`config.mk`:
```
export PLATFORM = sky130hd
export DESIGN_NAME = frame_reject_filter
export DESIGN_NICKNAME = d
export VERILOG_FILES = /design/src/rtl/frf_pkg.sv /design/src/rtl/frf_position.sv /design/src/rtl/frf_sat_counter.sv /design/src/rtl/frf_verdict.sv /design/src/rtl/frame_reject_filter.sv
export SDC_FILE = /design/constraint.sdc
export NUM_CORES = 1
export LEC_CHECK = 0
export ABC_AREA = 1
export BUFFER_PORTS_ARGS = -buffer_cell sky130_fd_sc_hd__buf_2
export CAP_MARGIN = 20
export CORE_ASPECT_RATIO = 1.1
export CORE_UTILIZATION = 45
export CTS_CLUSTER_DIAMETER = 200
export DETAILED_ROUTE_END_ITERATION = 12
export GPL_TIMING_DRIVEN = 0
export PLACE_DENSITY = 0.66
export SLEW_MARGIN = 10
export SYNTH_ARGS = -nofsm -noshare
export SYNTH_HDL_FRONTEND = slang
export SYNTH_SLANG_ARGS = --single-unit
```
`constraint.sdc`:
```
create_clock -name clk -period 1.8 [get_ports clk]
set_input_delay 0.36 -clock clk [delete_from_list [all_inputs] [get_ports clk]]
set_output_delay 0.36 -clock clk [all_outputs]
set_load 0.05 [all_outputs]
```
`src/rtl/frf_pkg.sv`:
```
package frf_pkg;
  localparam int unsigned NQ = 4;

  typedef enum logic [1:0] {
    Q_TOP_LEFT  = 2'd0,
    Q_TOP_RIGHT = 2'd1,
    Q_BOT_LEFT  = 2'd2,
    Q_BOT_RIGHT = 2'd3
  } quad_e;

  // Lower half selects bit 1, right half selects bit 0.
  function automatic quad_e quad_of(input logic lower, input logic right);
    return quad_e'({lower, right});
  endfunction
endpackage

```
`src/rtl/frf_position.sv`:
```
module frf_position #(
  parameter int unsigned FRAME_W = 8,
  parameter int unsigned FRAME_H = 8
) (
  input  logic                clk,
  input  logic                rst_n,
  input  logic                valid,
  input  logic                sof,
  input  logic                eol,
  output frf_pkg::quad_e      quad,
  output logic                last_pix
);
  localparam int unsigned CW     = (FRAME_W > 1) ? $clog2(FRAME_W) : 1;
  localparam int unsigned RW     = (FRAME_H > 1) ? $clog2(FRAME_H) : 1;
  localparam int unsigned HALF_W = FRAME_W / 2;
  localparam int unsigned HALF_H = FRAME_H / 2;

  logic [CW-1:0] col_q, cur_col;
  logic [RW-1:0] row_q, cur_row;

  // The start marker forces the position back to the origin.
  assign cur_col = sof ? '0 : col_q;
  assign cur_row = sof ? '0 : row_q;

  assign quad = frf_pkg::quad_of(cur_row >= RW'(HALF_H), cur_col >= CW'(HALF_W));
  assign last_pix = valid && eol && (cur_row == RW'(FRAME_H - 1));

  always_ff @(posedge clk or negedge rst_n) begin
    if (!rst_n) begin
      col_q <= '0;
      row_q <= '0;
    end else if (valid) begin
      if (eol) begin
        col_q <= '0;
        row_q <= cur_row + 1'b1;
      end else begin
        col_q <= cur_col + 1'b1;
        row_q <= cur_row;
      end
    end
  end
endmodule

```
`src/rtl/frf_sat_counter.sv`:
```
module frf_sat_counter #(
  parameter int unsigned CNT_W = 4
) (
  input  logic             clk,
  input  logic             rst_n,
  input  logic             clr,
  input  logic             inc,
  output logic [CNT_W-1:0] count
);
  localparam logic [CNT_W-1:0] CMAX = '1;

  function automatic logic [CNT_W-1:0] sat_step(input logic [CNT_W-1:0] v);
    return (v == CMAX) ? CMAX : v + 1'b1;
  endfunction

  always_ff @(posedge clk or negedge rst_n) begin
    if (!rst_n)   count <= '0;
    else if (clr) count <= inc ? CNT_W'(1) : '0;
    else if (inc) count <= sat_step(count);
  end

  AST_NO_OVERFLOW: assert property (@(posedge clk) disable iff (!rst_n)
    (!clr && count == CMAX) |=> (count == CMAX));
  AST_CLEAR_ON_SOF: assert property (@(posedge clk) disable iff (!rst_n)
    clr |=> (count <= CNT_W'(1)));
  AST_HOLD_IDLE: assert property (@(posedge clk) disable iff (!rst_n)
    (!clr && !inc) |=> $stable(count));
endmodule

```
`src/rtl/frf_verdict.sv`:
```
module frf_verdict #(
  parameter int unsigned CNT_W = 4
) (
  input  logic                           clk,
  input  logic                           rst_n,
  input  logic                           last_pix,
  input  logic [frf_pkg::NQ*CNT_W-1:0]   qcnt,
  input  logic [CNT_W-1:0]               total,
  input  logic [CNT_W-1:0]               min_peaks,
  input  logic                           quad_mode,
  input  logic                           all_quads,
  output logic                           verdict_valid,
  output logic                           verdict_keep
);
  function automatic logic meets(input logic [CNT_W-1:0] c, input logic [CNT_W-1:0] m);
    return c >= m;
  endfunction

  logic [frf_pkg::NQ-1:0] q_ok;
  logic                   keep_raw;

  for (genvar k = 0; k < frf_pkg::NQ; k++) begin : g_qok
    assign q_ok[k] = meets(qcnt[k*CNT_W +: CNT_W], min_peaks);
  end

  always_comb begin
    if (!quad_mode)    keep_raw = meets(total, min_peaks);
    else if (all_quads) keep_raw = &q_ok;
    else               keep_raw = |q_ok;
  end

  always_ff @(posedge clk or negedge rst_n) begin
    if (!rst_n) verdict_valid <= 1'b0;
    else        verdict_valid <= last_pix;
  end

  assign verdict_keep = verdict_valid & keep_raw;

  AST_VERDICT_FOLLOWS_LAST: assert property (@(posedge clk) disable iff (!rst_n)
    last_pix |=> verdict_valid);
  AST_VERDICT_PULSE: assert property (@(posedge clk) disable iff (!rst_n)
    verdict_valid |=> !verdict_valid);
  AST_KEEP_QUALIFIED: assert property (@(posedge clk) disable iff (!rst_n)
    !verdict_valid |-> !verdict_keep);
endmodule

```
`src/rtl/frame_reject_filter.sv`:
```
module frame_reject_filter #(
  parameter int unsigned PIX_W   = 8,
  parameter int unsigned CNT_W   = 4,
  parameter int unsigned FRAME_W = 8,
  parameter int unsigned FRAME_H = 8
) (
  input  logic                          clk,
  input  logic                          rst_n,
  input  logic                          pix_valid,
  input  logic                          pix_sof,
  input  logic                          pix_eol,
  input  logic [PIX_W-1:0]              pix_data,
  input  logic [PIX_W-1:0]              cfg_threshold,
  input  logic [CNT_W-1:0]              cfg_min_peaks,
  input  logic                          cfg_quad_mode,
  input  logic                          cfg_all_quads,
  output logic                          verdict_valid,
  output logic                          verdict_keep,
  output logic [CNT_W-1:0]              frame_count,
  output logic [frf_pkg::NQ*CNT_W-1:0]  quad_counts
);
  function automatic logic is_peak(input logic [PIX_W-1:0] v, input logic [PIX_W-1:0] thr);
    return v > thr;
  endfunction

  frf_pkg::quad_e         quad;
  logic                   last_pix;
  logic                   frame_start;
  logic                   peak_hit;
  logic [frf_pkg::NQ-1:0] quad_hit;
  logic [PIX_W-1:0]       thr_q, thr_now;
  logic [CNT_W-1:0]       min_q;
  logic                   qmode_q, allq_q;

  assign frame_start = pix_valid & pix_sof;
  // The start pixel is judged with the threshold arriving alongside it.
  assign thr_now  = pix_sof ? cfg_threshold : thr_q;
  assign peak_hit = pix_valid && is_peak(pix_data, thr_now);

  always_ff @(posedge clk or negedge rst_n) begin
    if (!rst_n) begin
      thr_q   <= '0;
      min_q   <= '0;
      qmode_q <= 1'b0;
      allq_q  <= 1'b0;
    end else if (frame_start) begin
      thr_q   <= cfg_threshold;
      min_q   <= cfg_min_peaks;
      qmode_q <= cfg_quad_mode;
      allq_q  <= cfg_all_quads;
    end
  end

  frf_position #(.FRAME_W(FRAME_W), .FRAME_H(FRAME_H)) u_pos (
    .clk(clk), .rst_n(rst_n), .valid(pix_valid), .sof(pix_sof), .eol(pix_eol),
    .quad(quad), .last_pix(last_pix)
  );

  for (genvar k = 0; k < frf_pkg::NQ; k++) begin : g_quad
    assign quad_hit[k] = peak_hit && (quad == frf_pkg::quad_e'(k));
    frf_sat_counter #(.CNT_W(CNT_W)) u_cnt (
      .clk(clk), .rst_n(rst_n), .clr(frame_start), .inc(quad_hit[k]),
      .count(quad_counts[k*CNT_W +: CNT_W])
    );
  end

  frf_sat_counter #(.CNT_W(CNT_W)) u_total (
    .clk(clk), .rst_n(rst_n), .clr(frame_start), .inc(peak_hit), .count(frame_count)
  );

  frf_verdict #(.CNT_W(CNT_W)) u_verdict (
    .clk(clk), .rst_n(rst_n), .last_pix(last_pix), .qcnt(quad_counts),
    .total(frame_count), .min_peaks(min_q), .quad_mode(qmode_q), .all_quads(allq_q),
    .verdict_valid(verdict_valid), .verdict_keep(verdict_keep)
  );

  AST_CFG_FROZEN: assert property (@(posedge clk) disable iff (!rst_n)
    !frame_start |=> ($stable(thr_q) && $stable(min_q) && $stable(qmode_q) && $stable(allq_q)));
  AST_ONE_QUADRANT: assert property (@(posedge clk) disable iff (!rst_n)
    $onehot0(quad_hit));
endmodule

```
Word level (Yosys, flattened, before mapping) --
Index checks and enable logic that the tools add are counted.
Storage, ports and cells: bits in registers 41, bits of input ports 27, output and inout port bits 22, logic and storage cells 80
Operators by class: add/sub/neg operators 7, $lt $le $gt $ge 8, equality and inequality tests 9, multiplexer cells 27, bitwise gates (word level) 2, reductions and logical operators 15
Operators with widths (count):
- 2-to-1 mux 4 bit | 15
- adder 4 x 1 -> 4 bit (second input constant) | 5
- equality test 4 bit (second input constant) | 5
- >= comparator 4 bit | 5
- 2-to-1 mux 3 bit | 4
- nonzero test 2 bit | 5
- > comparator 8 bit | 1
- 2-to-1 mux 8 bit | 1
- logical AND 1 bit | 7
- 2-to-1 mux 1 bit | 7
- adder 3 x 1 -> 3 bit (second input constant) | 2
- >= comparator 3 bit (second input constant) | 2
- equality test 2 bit (second input constant) | 2
- AND reduction 4 bit | 1
- OR reduction 4 bit | 1
- equality test 3 bit (second input constant) | 1
- AND 1 bit | 2
- equality test 2 x 1 -> 1 bit (second input constant) | 1
- logical NOT 2 bit | 1

Logic depth before layout (Yosys ltp) --
Gate-level depths: netlist (run 1).
word-level depth 6, mapped depth 14, gate-level depth less buffers 12

Modules after synthesis --
Synthesis (run 1) repeated with hierarchy kept, for this count alone.
Unflattened totals: cells, all modules 436, area total of the unflattened synthesis 3016.6 um2
Modules (own cells, without submodules):
- frf_sat_counter | instances 5, cells an instance 37, area each 241.5 um2, sequential area each 100.1 um2
- frame_reject_filter | instances 1, cells an instance 119, area each 893.4 um2, sequential area each 350.3 um2
- frf_verdict | instances 1, cells an instance 83, area each 570.5 um2, sequential area each 25.0 um2
- frf_position | instances 1, cells an instance 49, area each 345.3 um2, sequential area each 150.1 um2

Least setup slack after synthesis (run 1) --
Ideal clock, no wire load.
path kind register to output, from reg g_quad[3].u_cnt.count[0], to out verdict_keep, arrival time 2.254 ns, required time 1.440 ns, path slack -0.814 ns, cell stages (with the launch flop) 9, buffers on the path 0, cell sequence dfrtp_1 inv_1 ha_1 nand4_1 nand3_1 nand2_1 o21ai_0 nand2_1 a21oi_1
Between the ends: word-level cells in the longest chain between the ends 5, elaborated cells between the ends (all ways) 6, classes of those cells 1 x order compare; 2 x mux; 1 x bitwise; 2 x reduce/logical
Ends and longest elaborated chain:
- start, declared | line frf_sat_counter.sv:8 | output logic [CNT_W-1:0] count
- start signal, assigned | line frf_sat_counter.sv:18 | else if (clr) count <= inc ? CNT_W'(1) : '0;
- start signal, assigned | line frf_sat_counter.sv:19 | else if (inc) count <= sat_step(count);
- >= comparator 4 bit (*) | line frf_verdict.sv:16 | return c >= m;
- OR reduction 4 bit or AND reduction 4 bit (tied branches) | line frf_verdict.sv:29, frf_verdict.sv:28
- 2-to-1 mux 1 bit (*) | line frf_verdict.sv:28 | else if (all_quads) keep_raw = &q_ok;
- 2-to-1 mux 1 bit (*) | line frf_verdict.sv:27 | if (!quad_mode) keep_raw = meets(total, min_peaks);
- AND 1 bit (*) | line frf_verdict.sv:37 | assign verdict_keep = verdict_valid & keep_raw;
- end, declared | line frame_reject_filter.sv:18 | output logic verdict_keep,
Mark *: on every way between the ends. The rest lies on a longest branch, timed or not.

Worst setup path after layout (run 1) --
from reg min_q[3], to out verdict_keep
Between the ends: word-level cells in the longest chain between the ends 5, elaborated cells between the ends (all ways) 10, classes of those cells 5 x order compare; 2 x mux; 1 x bitwise; 2 x reduce/logical
Ends and longest elaborated chain:
- start, declared | line frame_reject_filter.sv:32 | logic [CNT_W-1:0] min_q;
- start signal, assigned | line frame_reject_filter.sv:48 | min_q <= cfg_min_peaks;
- >= comparator 4 bit | line frf_verdict.sv:16
- OR reduction 4 bit or AND reduction 4 bit (tied branches) | line frf_verdict.sv:29, frf_verdict.sv:28
- 2-to-1 mux 1 bit | line frf_verdict.sv:28
- 2-to-1 mux 1 bit (*) | line frf_verdict.sv:27
- AND 1 bit (*) | line frf_verdict.sv:37
Marks and branches as above.

==> flow_summary.yaml, run 1 <==
global_routing:
  antenna_found_initial: 0
  grt_pass1_wl_um: 10800
  grt_max_degree: 42
  grt.overflow.total: 0
  grt_pass1_vias: 2346
  track_usage_pct: 20.1
floorplanning:
  die_h_um: 86.3
  die_area_sq_mm: 0.00678
  start_util_pct: 46.9
  io_pins: 49
  core-area_sq_mm: 0.00619
  rows: 30
  dieWidth_um: 78.6
placed_design:
  gp_congestion: 0.748
  io_buffers: 47
  place_area_sq_mm: 0.00340
  dp_hpwl_um: 4840
sta:
  worst_slack_ps: -649
  finalHoldViolations: 0
  finalClockSkew_ps: 10.8
  final.min_clock_period_ps: 2450
  setup_viol: 1
  drv_slew: 0
  tightestPinTransition_ps: 974
  max_slew_margin_pct: 35.1
  hold_ws_ps: 216
  timing.fmax_mhz: 408
  rsz0062_at_grt: "yes"
  finalCritPeriodShare_pct: 136
yosys:
  syn_nets: 435
  syn-instance-count: 372
  yosysWarnings: 0
  synth-seq-cells: 41
  yosysSeqAreaShare_pct: 35.3
  synth.distinct_cells: 35
  synthesis.area_sq_mm: 0.00291
  syn_avg_cell_area_sq_um: 7.81
clock_network:
  cts.sink_count: 41
  insertion_delay_ps: 300
  clk_pin_slew_ps: 90
  htree_levels: 2
  clockBufferDepth: 2
  root_buffer: "clkbuf_8"
  cts_made_buffers: 5
  cts_tree: "done"
final_layout:
  nets: 491
  n_antenna_cell: 0
  area_growth_pct: 26.4
  final_area_sq_mm: 0.00367
  final_layout_size_suffix_gt1_share_pct: 31.2
setup_path:
  cp.arrival_ps: 2090
  critPathRequiredTime_ps: 1440
  worstSetupStartpointType: "flop"
  worstPathMaxFanout: 5
  critPathKind: "flop to primary output"
  worstSetupEndpointType: "primary output"
detailed_routing:
  drc: 0
  wl_per_cell_um: 12.7
  ant_nets: 0
  dr.pass1.iters: 4
  drt-initial-drc-count: 109
  viasPerCell: 5.04
  wirelength_um: 6450
  vias: 2565
pwr:
  power_density_mw_per_mm2: 800
  p_leak_nw: 1.87
  ir_drop_mv: 0.389
outcome:
  violations: "setup timing"
  status: "finished, violations left"
hold_path:
  worstHoldPathType: "input pin to asynchronous set/reset pin"
flow_run:
  max_cap_viol_count: 0
==> kinds of logic (layout without fill, tap and decap cells) <==
kind of cell	count (synthesis)	in the layout	synth area share (%)
mux	1	1	0.345
buf+inv	60	117	8.48
compound gates	65	65	12.3
xor+xnor	1	1	0.302
flops	41	41	35.3
simple gates	168	168	27.8
fa+ha+maj	36	36	15.5
==> metal layers <==
metal  track usage, %  part of all wire [%]
met1             26.3                    47
met2             35.0                    49
met3             3.05                   3.3
met4             4.04                  0.71
met5                0                     0
==> final timing paths <==
kind                                from                  endpoint  slack (ps)  cells after the start
min in group clk           cfg_all_quads                    allq_q         260                      3
setup / recovery                min_q[3]              verdict_keep        -650                     11
hold reg to reg                 thr_q[4]                  thr_q[4]         490                      2
setup reg to reg                thr_q[5]          u_total.count[1]          30                     10
hold / removal                     rst_n          u_total.count[2]         220                      1
max in group asynchronous          rst_n  g_quad[2].u_cnt.count[3]         910                      1
==> worst max-delay path, stage by stage, from the launching register on <==
cell,delay [ps]
dfrtp_1,380
clkinvlp_4,230
ha_4,350
nand2_1,50
inv_1,60
nand2_1,70
nand3_2,80
nand2_1,60
o21ai_1,110
nand2_1,110
a21oi_4,130
buf_6,170
==> state kept, by name, summed over array words and instances, names as in the netlist <==
name,flops
allq_q,1
g_quad.u_cnt.count,16
min_q,4
qmode_q,1
thr_q,8
u_pos.col_q,3
u_pos.row_q,3
u_total.count,4
u_verdict.verdict_valid,1
==> synthesized netlist by cell type, drive strengths merged <==
library cell  count  share of area (%)
nand2            87                 12
inv              51                6.6
o21ai            45                8.0
dfrtp            41                 35
nand3            41                8.4
ha               36                 16
nor2             26                4.0
a21oi            14                2.8
nor3              6                1.6
buf               4                1.1
clkbuf            4               0.52
and3              3               0.65
or2               3               0.65
o21bai            2               0.52
o22ai             2               0.43
a211oi            1               0.26
a21boi            1               0.26
clkinv            1               0.30
mux2i             1               0.34
nand3b            1               0.26
nand4             1               0.22
xor2              1               0.30
==> cells in the final DEF (no fill, tap or decap), types with 2 or more instances in the layout <==
master and instances:
a21oi_1 11, a21oi_4 2, and3_1 3, buf_12 2
buf_2 47, buf_4 3, clkbuf_1 3, clkbuf_8 7
dfrtp_1 24, dfrtp_2 17, ha_1 31, ha_4 5
inv_1 47, inv_2 3, nand2_1 79, nand2_2 4
nand2_8 3, nand3_1 20, nand3_2 17, nand3_4 4
nor2_1 21, nor2_2 2, nor2_4 3, nor3_1 4
o21ai_0 26, o21ai_1 17, o21ai_2 2, o21bai_1 2
or2_2 3
==> layout make-up <==
| class | count | area [sq um] |
|---|---|---|
| clock buffer | 6 | 72.6 |
| timing repair buffer | 49 | 269 |
| tap | 80 | 100 |
| sequential | 41 | 1050 |
| multi-input combinational | 271 | 1870 |
| buffer | 8 | 75.1 |
| fill | 560 | 2520 |
| inverter | 52 | 206 |
| clock inverter | 2 | 35.0 |
==> what timing repair did <==
| action | in CTS | in global routing |
|---|---|---|
| gates resized for setup | 9 | 23 |
| endpoints found under the hold margin | 0 | 0 |
| pin swaps | 12 | 9 |
| hold buffers | 0 | 0 |
| buffers inserted | 2 | 0 |
| endpoints found under the setup margin | 6 | 21 |
==> power by group <==
group	internal (mW)	switching (mW)
Clock	0.412	0.340
Sequential	1.03	0.115
Combinational	0.374	0.670
Total	1.81	1.12
==> per-stage QoR <==
| step | power, mW | worst slack (ps) | util (%) | instances | setup TNS, ps |
|---|---|---|---|---|---|
| floorplan | 1.87 | -246 | - | 372 | -2130 |
| global placement | 2.09 | -425 | 54.8 | 499 | -5660 |
| detailed placement | 2.12 | -460 | 54.8 | 499 | -5750 |
| CTS | 2.92 | -677 | 57.7 | 509 | -677 |
| global route | 3.13 | -736 | 59.3 | 509 | -2120 |
| finish | 2.94 | -649 | 59.3 | 509 | -649 |
No activity file was read; power rests on OpenSTA's default activity.
==> run 2, diff against run 1 <==
--- a/config.mk
+++ b/config.mk
@@ -8,7 +8,6 @@
 export ABC_AREA = 1
 export BUFFER_PORTS_ARGS = -buffer_cell sky130_fd_sc_hd__buf_2
 export CAP_MARGIN = 20
-export CORE_ASPECT_RATIO = 1.1
 export CORE_UTILIZATION = 45
 export CTS_CLUSTER_DIAMETER = 200
 export DETAILED_ROUTE_END_ITERATION = 12
@@ -17,4 +16,5 @@
 export SLEW_MARGIN = 10
 export SYNTH_ARGS = -nofsm -noshare
 export SYNTH_HDL_FRONTEND = slang
+export SYNTH_HIERARCHICAL = 1
 export SYNTH_SLANG_ARGS = --single-unit
==> flow_summary.yaml, run 2 <==
final_layout:
  final_common_cell: "nand2_1"
  area_growth_pct: 29.9
  largest_register_ffs: 16
  fin_cells: 574
  nets: 559
  mostFrequentLayoutCells: "nand2_1, inv_1, buf_2"
  final_layout_size_suffix_gt1_share_pct: 31.6
  nFillCells: 609
  top_regs: "g_quad.u_cnt/count x16, thr_q x8"
  largest-register: "g_quad.u_cnt/count"
  final_area_sq_mm: 0.00392
  n_antenna_cell: 0
global_routing:
  antenna_found_initial: 0
  grt_pass1_vias: 2627
  track_usage_pct: 19.7
  grt_pass1_wl_um: 11200
  grt_max_degree: 42
  grt.overflow.total: 0
setup_path:
  cp.arrival_ps: 2140
  worstSetupEndpointType: "primary output"
  reg2reg_to: "u_total/count[2]"
  r2r_slack_ps: -80
  critPathRequiredTime_ps: 1440
  r2r_cells: 13
  worstPathMaxFanout: 5
  critPathKind: "flop to primary output"
  worstSetupStartpointType: "flop"
  reg2reg_from: "thr_q[5]"
clock_network:
  clockBufferDepth: 2
  insertion_delay_ps: 300
  clk_pin_slew_ps: 80
  root_buffer: "clkbuf_8"
  cts_tree: "done"
  cts_hold_repair.buffers: 0
  htree_levels: 2
  cts_made_buffers: 5
  cts.sink_count: 41
floorplanning:
  dieWidth_um: 83.9
  io_pins: 49
  start_util_pct: 47.0
  die_area_sq_mm: 0.00704
  rows: 29
  core-area_sq_mm: 0.00642
  die_h_um: 83.9
yosys:
  synthTopCellsByArea: "dfrtp_1, nand2_1, ha_1"
  yosys-top-cells-count: "nand2_1, inv_1, dfrtp_1"
  synth.distinct_cells: 22
  syn_avg_cell_area_sq_um: 6.92
  syn-instance-count: 436
  yosysWarnings: 6
  yosysTopAreaCell: "dfrtp_1"
  syn_nets: 499
  synth_ff_type: "dfrtp_1"
  synth_top_area_share_pct: 34.0
  synth-seq-cells: 41
  synth.most_common_cell: "nand2_1"
  synth_edf_count: 0
  synthesis.area_sq_mm: 0.00302
  async_flop_share_pct: 100
  yosysSeqAreaShare_pct: 34.0
pwr:
  power_mw: 2.74
  p_leak_nw: 2.13
  power_density_mw_per_mm2: 699
  ir_drop_mv: 0.421
detailed_routing:
  wl_per_cell_um: 11.4
  vias: 2772
  viasPerCell: 4.83
  drt-initial-drc-count: 62
  wirelength_um: 6560
  drc: 6
  ant_nets: 0
  dr.pass1.iters: 10
sta:
  timing.fmax_mhz: 399
  finalHoldViolations: 0
  final.min_clock_period_ps: 2500
  worst_slack_ps: -705
  tightestPinTransition_ps: 968
  drv_slew: 0
  setup_viol: 17
  fin_tns_setup_ps: -1270
  rsz0062_at_grt: "yes"
  finalCritPeriodShare_pct: 139
  finalClockSkew_ps: 6.65
  hold_ws_ps: 209
  max_slew_margin_pct: 35.5
flow_run:
  max_cap_viol_count: 0
placed_design:
  place_area_sq_mm: 0.00352
  dp_hpwl_um: 4670
  gp_congestion: 0.756
  io_buffers: 48
  post-place-cells: 561
outcome:
  status: "finished, violations left"
  violations: "DRC, setup timing"
hold_path:
  worstHoldPathType: "input pin to asynchronous set/reset pin"
[run 2: changes by cell type in the layout (fill, tap and decap cells not counted), moves of 5 or more]
cell,delta
nand3_1,+5
inv_1,+26
o21ai_2,+9
o21ai_1,-11
o21ai_0,-23
nand2_2,+5
inv_2,+6
nor2_4,+8
nand2_1,+66
nand3_2,-8
[run 2: logic make-up (layout without fill, tap and decap cells)]
group,after synthesis,in the layout,synth area share (%)
compound gates,43,43,8.75
simple gates,228,228,30.8
flops,41,41,34.0
fa+ha+maj,36,36,14.9
buf+inv,88,149,11.5
[run 2: final cells by class]
cell class                 count  area, sq um  share of cell area [%]
inverter                      85          338                    8.62
clock buffer                   7         96.3                    2.46
multi-input combinational    307         1970                    50.2
timing repair buffer          53          332                    8.46
clock inverter                 1         5.00                   0.128
buffer                         3         37.5                   0.958
sequential                    41         1050                    26.8
tap                           77         96.3                    2.46
[run 2: what timing repair did]
action / CTS / global route
pin swaps: 6 / 38
gates cloned: 0 / 1
resized for setup: 21 / 51
setup endpoints to repair: 21 / 21
setup buffers: 1 / 3
[run 2: metal layers]
metal,GRT usage [%],up-vias,part of all wire [%]
met2,35.5,33,51
met3,3.56,6,2.6
met1,24.1,1261,46
met5,0,-,0
met4,4.70,0,1.1
li1,-,1472,-
[run 2: worst max-delay path by stage]
| stage | start | endpoint | slack (ps) | cells after the start |
|---|---|---|---|---|
| 5_1_grt | min_q[3] | verdict_keep | -790 | 11 |
| 4_1_cts | min_q[3] | verdict_keep | -670 | 9 |
| 3_3_place_gp | pix_sof | g_quad[1].u_cnt/count[3] | -600 | 13 |
| 2_1_floorplan | g_quad[0].u_cnt/count[1] | verdict_keep | -240 | 9 |
| 6_report | min_q[3] | verdict_keep | -700 | 11 |
| 3_5_place_dp | pix_sof | g_quad[1].u_cnt/count[3] | -580 | 14 |
[run 2: power breakdown]
part / internal, mW / total (mW) / switching [mW]
clock: 0.347 / 0.680 / 0.333
combinational: 0.360 / 0.945 / 0.585
sequential: 1.01 / 1.12 / 0.104
total: 1.72 / 2.74 / 1.02
[run 2: critical path, stage by stage, from the launching register on]
cell and delay (ps):
dfrtp_1 400, clkinvlp_4 260, ha_4 360, nand2_2 50, inv_2 60, nand3_2 60, nand3_2 80, nand2_2 60
o21ai_2 130, nand2_2 70, a21oi_4 140, buf_6 170
[run 2: through the flow]
stage                     setup slack [ps]  utilization, %
after floorplan                       -236               -
after global placement                -598            54.8
after detailed placement              -581            54.8
after CTS                             -672            57.4
after global routing                  -794            61.0
final                                 -705            61.0
==> run 3, diff against run 2 <==
--- a/config.mk
+++ b/config.mk
@@ -8,11 +8,13 @@
 export ABC_AREA = 1
 export BUFFER_PORTS_ARGS = -buffer_cell sky130_fd_sc_hd__buf_2
 export CAP_MARGIN = 20
+export CORE_MARGIN = 8
 export CORE_UTILIZATION = 45
 export CTS_CLUSTER_DIAMETER = 200
 export DETAILED_ROUTE_END_ITERATION = 12
 export GPL_TIMING_DRIVEN = 0
 export PLACE_DENSITY = 0.66
+export SETUP_SLACK_MARGIN = 0.05
 export SLEW_MARGIN = 10
 export SYNTH_ARGS = -nofsm -noshare
 export SYNTH_HDL_FRONTEND = slang
==> flow_summary.yaml, run 3 (synthesized netlist as in run 2, its figures left out) <==
floorplanning:
  core-area_sq_mm: 0.00664
  io_pins: 49
  dieWidth_um: 97.9
  die_h_um: 97.9
  rows: 30
  die_area_sq_mm: 0.00958
  start_util_pct: 45.4
final_layout:
  largest-register: "g_quad.u_cnt/count"
  largest_register_ffs: 16
  mostFrequentLayoutCells: "nand2_1, inv_1, buf_2"
  fin_cells: 574
  n_antenna_cell: 0
  nFillCells: 641
  final_util_pct: 58.8
  top_regs: "g_quad.u_cnt/count x16, thr_q x8"
  final_layout_size_suffix_gt1_share_pct: 32.4
  final_common_cell: "nand2_1"
  area_growth_pct: 29.4
  final_area_sq_mm: 0.00391
  nets: 556
sta:
  max_slew_margin_pct: 36.0
  fin_tns_setup_ps: -707
  finalHoldViolations: 0
  hold_ws_ps: 203
  finalClockSkew_ps: 4.42
  timing.fmax_mhz: 405
  final.min_clock_period_ps: 2470
  rsz0062_at_grt: "yes"
  worst_slack_ps: -672
  tightestPinTransition_ps: 961
  setup_viol: 4
  drv_slew: 0
  finalCritPeriodShare_pct: 137
flow_run:
  max_cap_viol_count: 0
pwr:
  ir_drop_mv: 0.474
  p_leak_nw: 2.10
  power_mw: 2.77
  power_density_mw_per_mm2: 708
clock_network:
  clockBufferDepth: 2
  cts_hold_repair.buffers: 0
  clk_pin_slew_ps: 80
  cts.sink_count: 41
  insertion_delay_ps: 300
  cts_tree: "done"
  root_buffer: "clkbuf_8"
  htree_levels: 2
  cts_made_buffers: 5
placed_design:
  post-place-cells: 564
  dp_slack_ps: -524
  dp_hpwl_um: 5070
  place_area_sq_mm: 0.00353
  gp_congestion: 0.767
  io_buffers: 48
setup_path:
  critPathRequiredTime_ps: 1440
  cp_slowest_cell: "dfrtp_1"
  crit_top_cell: "nand2_2"
  critPathKind: "flop to primary output"
  worstPathMaxFanout: 5
  worstSetupEndpointType: "primary output"
  crit_path_max_incr_delay_ps: 400
  cp_cell_sequence: "clkinvlp_4, ha_4, nand2_2, inv_2, nand3_1, nand3_2, nand2_2, o21ai_2, nand2_2, a21oi_4, buf_6"
  cp.arrival_ps: 2110
  worstSetupStartpointType: "flop"
detailed_routing:
  vias: 2748
  ant_nets: 0
  drc: 0
  wl_per_cell_um: 12.1
  wirelength_um: 6930
  viasPerCell: 4.79
  drt-initial-drc-count: 62
  dr.pass1.iters: 4
hold_path:
  worstHoldPathType: "input pin to asynchronous set/reset pin"
global_routing:
  grt_max_degree: 42
  grt_pass1_vias: 2628
  track_usage_pct: 14.6
  grt.overflow.total: 0
  antenna_found_initial: 0
  grt_pass1_wl_um: 11600
outcome:
  status: "finished, violations left"
  violations: "setup timing"
==> run 3: cell types whose count changed in the layout (fill, tap and decap cells not counted), sizes merged <==
cell and change:
buf -3
==> run 3: final timing paths <==
| kind | from | to | slack [ps] | cells after the start |
|---|---|---|---|---|
| max | min_q[3] | verdict_keep | -670 | 11 |
| min | rst_n | g_quad[1].u_cnt/count[1] | 200 | 1 |
| max reg2reg | thr_q[0] | g_quad[0].u_cnt/count[3] | -20 | 12 |
| min reg2reg | u_pos/row_q[0] | u_pos/row_q[0] | 480 | 2 |
| max in group asynchronous | rst_n | g_quad[0].u_cnt/count[2] | 930 | 1 |
| min in group clk | cfg_quad_mode | qmode_q | 260 | 3 |
==> run 3: critical path, delay by kind of cell, from the launching register on <==
| kind | cells | cell delay, ps |
|---|---|---|
| flops | 1 | 400 |
| compound gates | 2 | 280 |
| buf+inv | 3 | 460 |
| fa+ha+maj | 1 | 350 |
| simple gates | 5 | 330 |
==> run 3: layout make-up <==
cell class,count,area [sq um],share of cell area (%)
tap,80,100,2.56
multi-input combinational,307,1990,50.8
buffer,3,37.5,0.961
sequential,41,1050,26.9
timing repair buffer,50,294,7.53
inverter,85,338,8.65
clock buffer,7,96.3,2.47
clock inverter,1,5.00,0.128
==> run 3: repair_timing <==
item / 4_1_cts / 5_1_grt
setup buffers: 0 / 1
pin swaps: 14 / 33
setup endpoints to repair: 21 / 21
cloned: 0 / 1
hold endpoints to repair: 0 / 0
gates resized for setup: 33 / 39
==> run 3: power breakdown <==
part	internal [mW]	total [mW]	switching, mW
Sequential	1.01	1.12	0.106
Combinational	0.359	0.959	0.600
Clock	0.347	0.688	0.341
==> run 3: metal layers <==
| layer | vias up | global-route usage, % | part of all wire (%) |
|---|---|---|---|
| li1 | 1462 | - | - |
| met5 | - | 0 | 0 |
| met3 | 8 | 3.63 | 3.7 |
| met1 | 1234 | 17.2 | 47 |
| met2 | 44 | 25.1 | 48 |
| met4 | 0 | 5.04 | 1.4 |
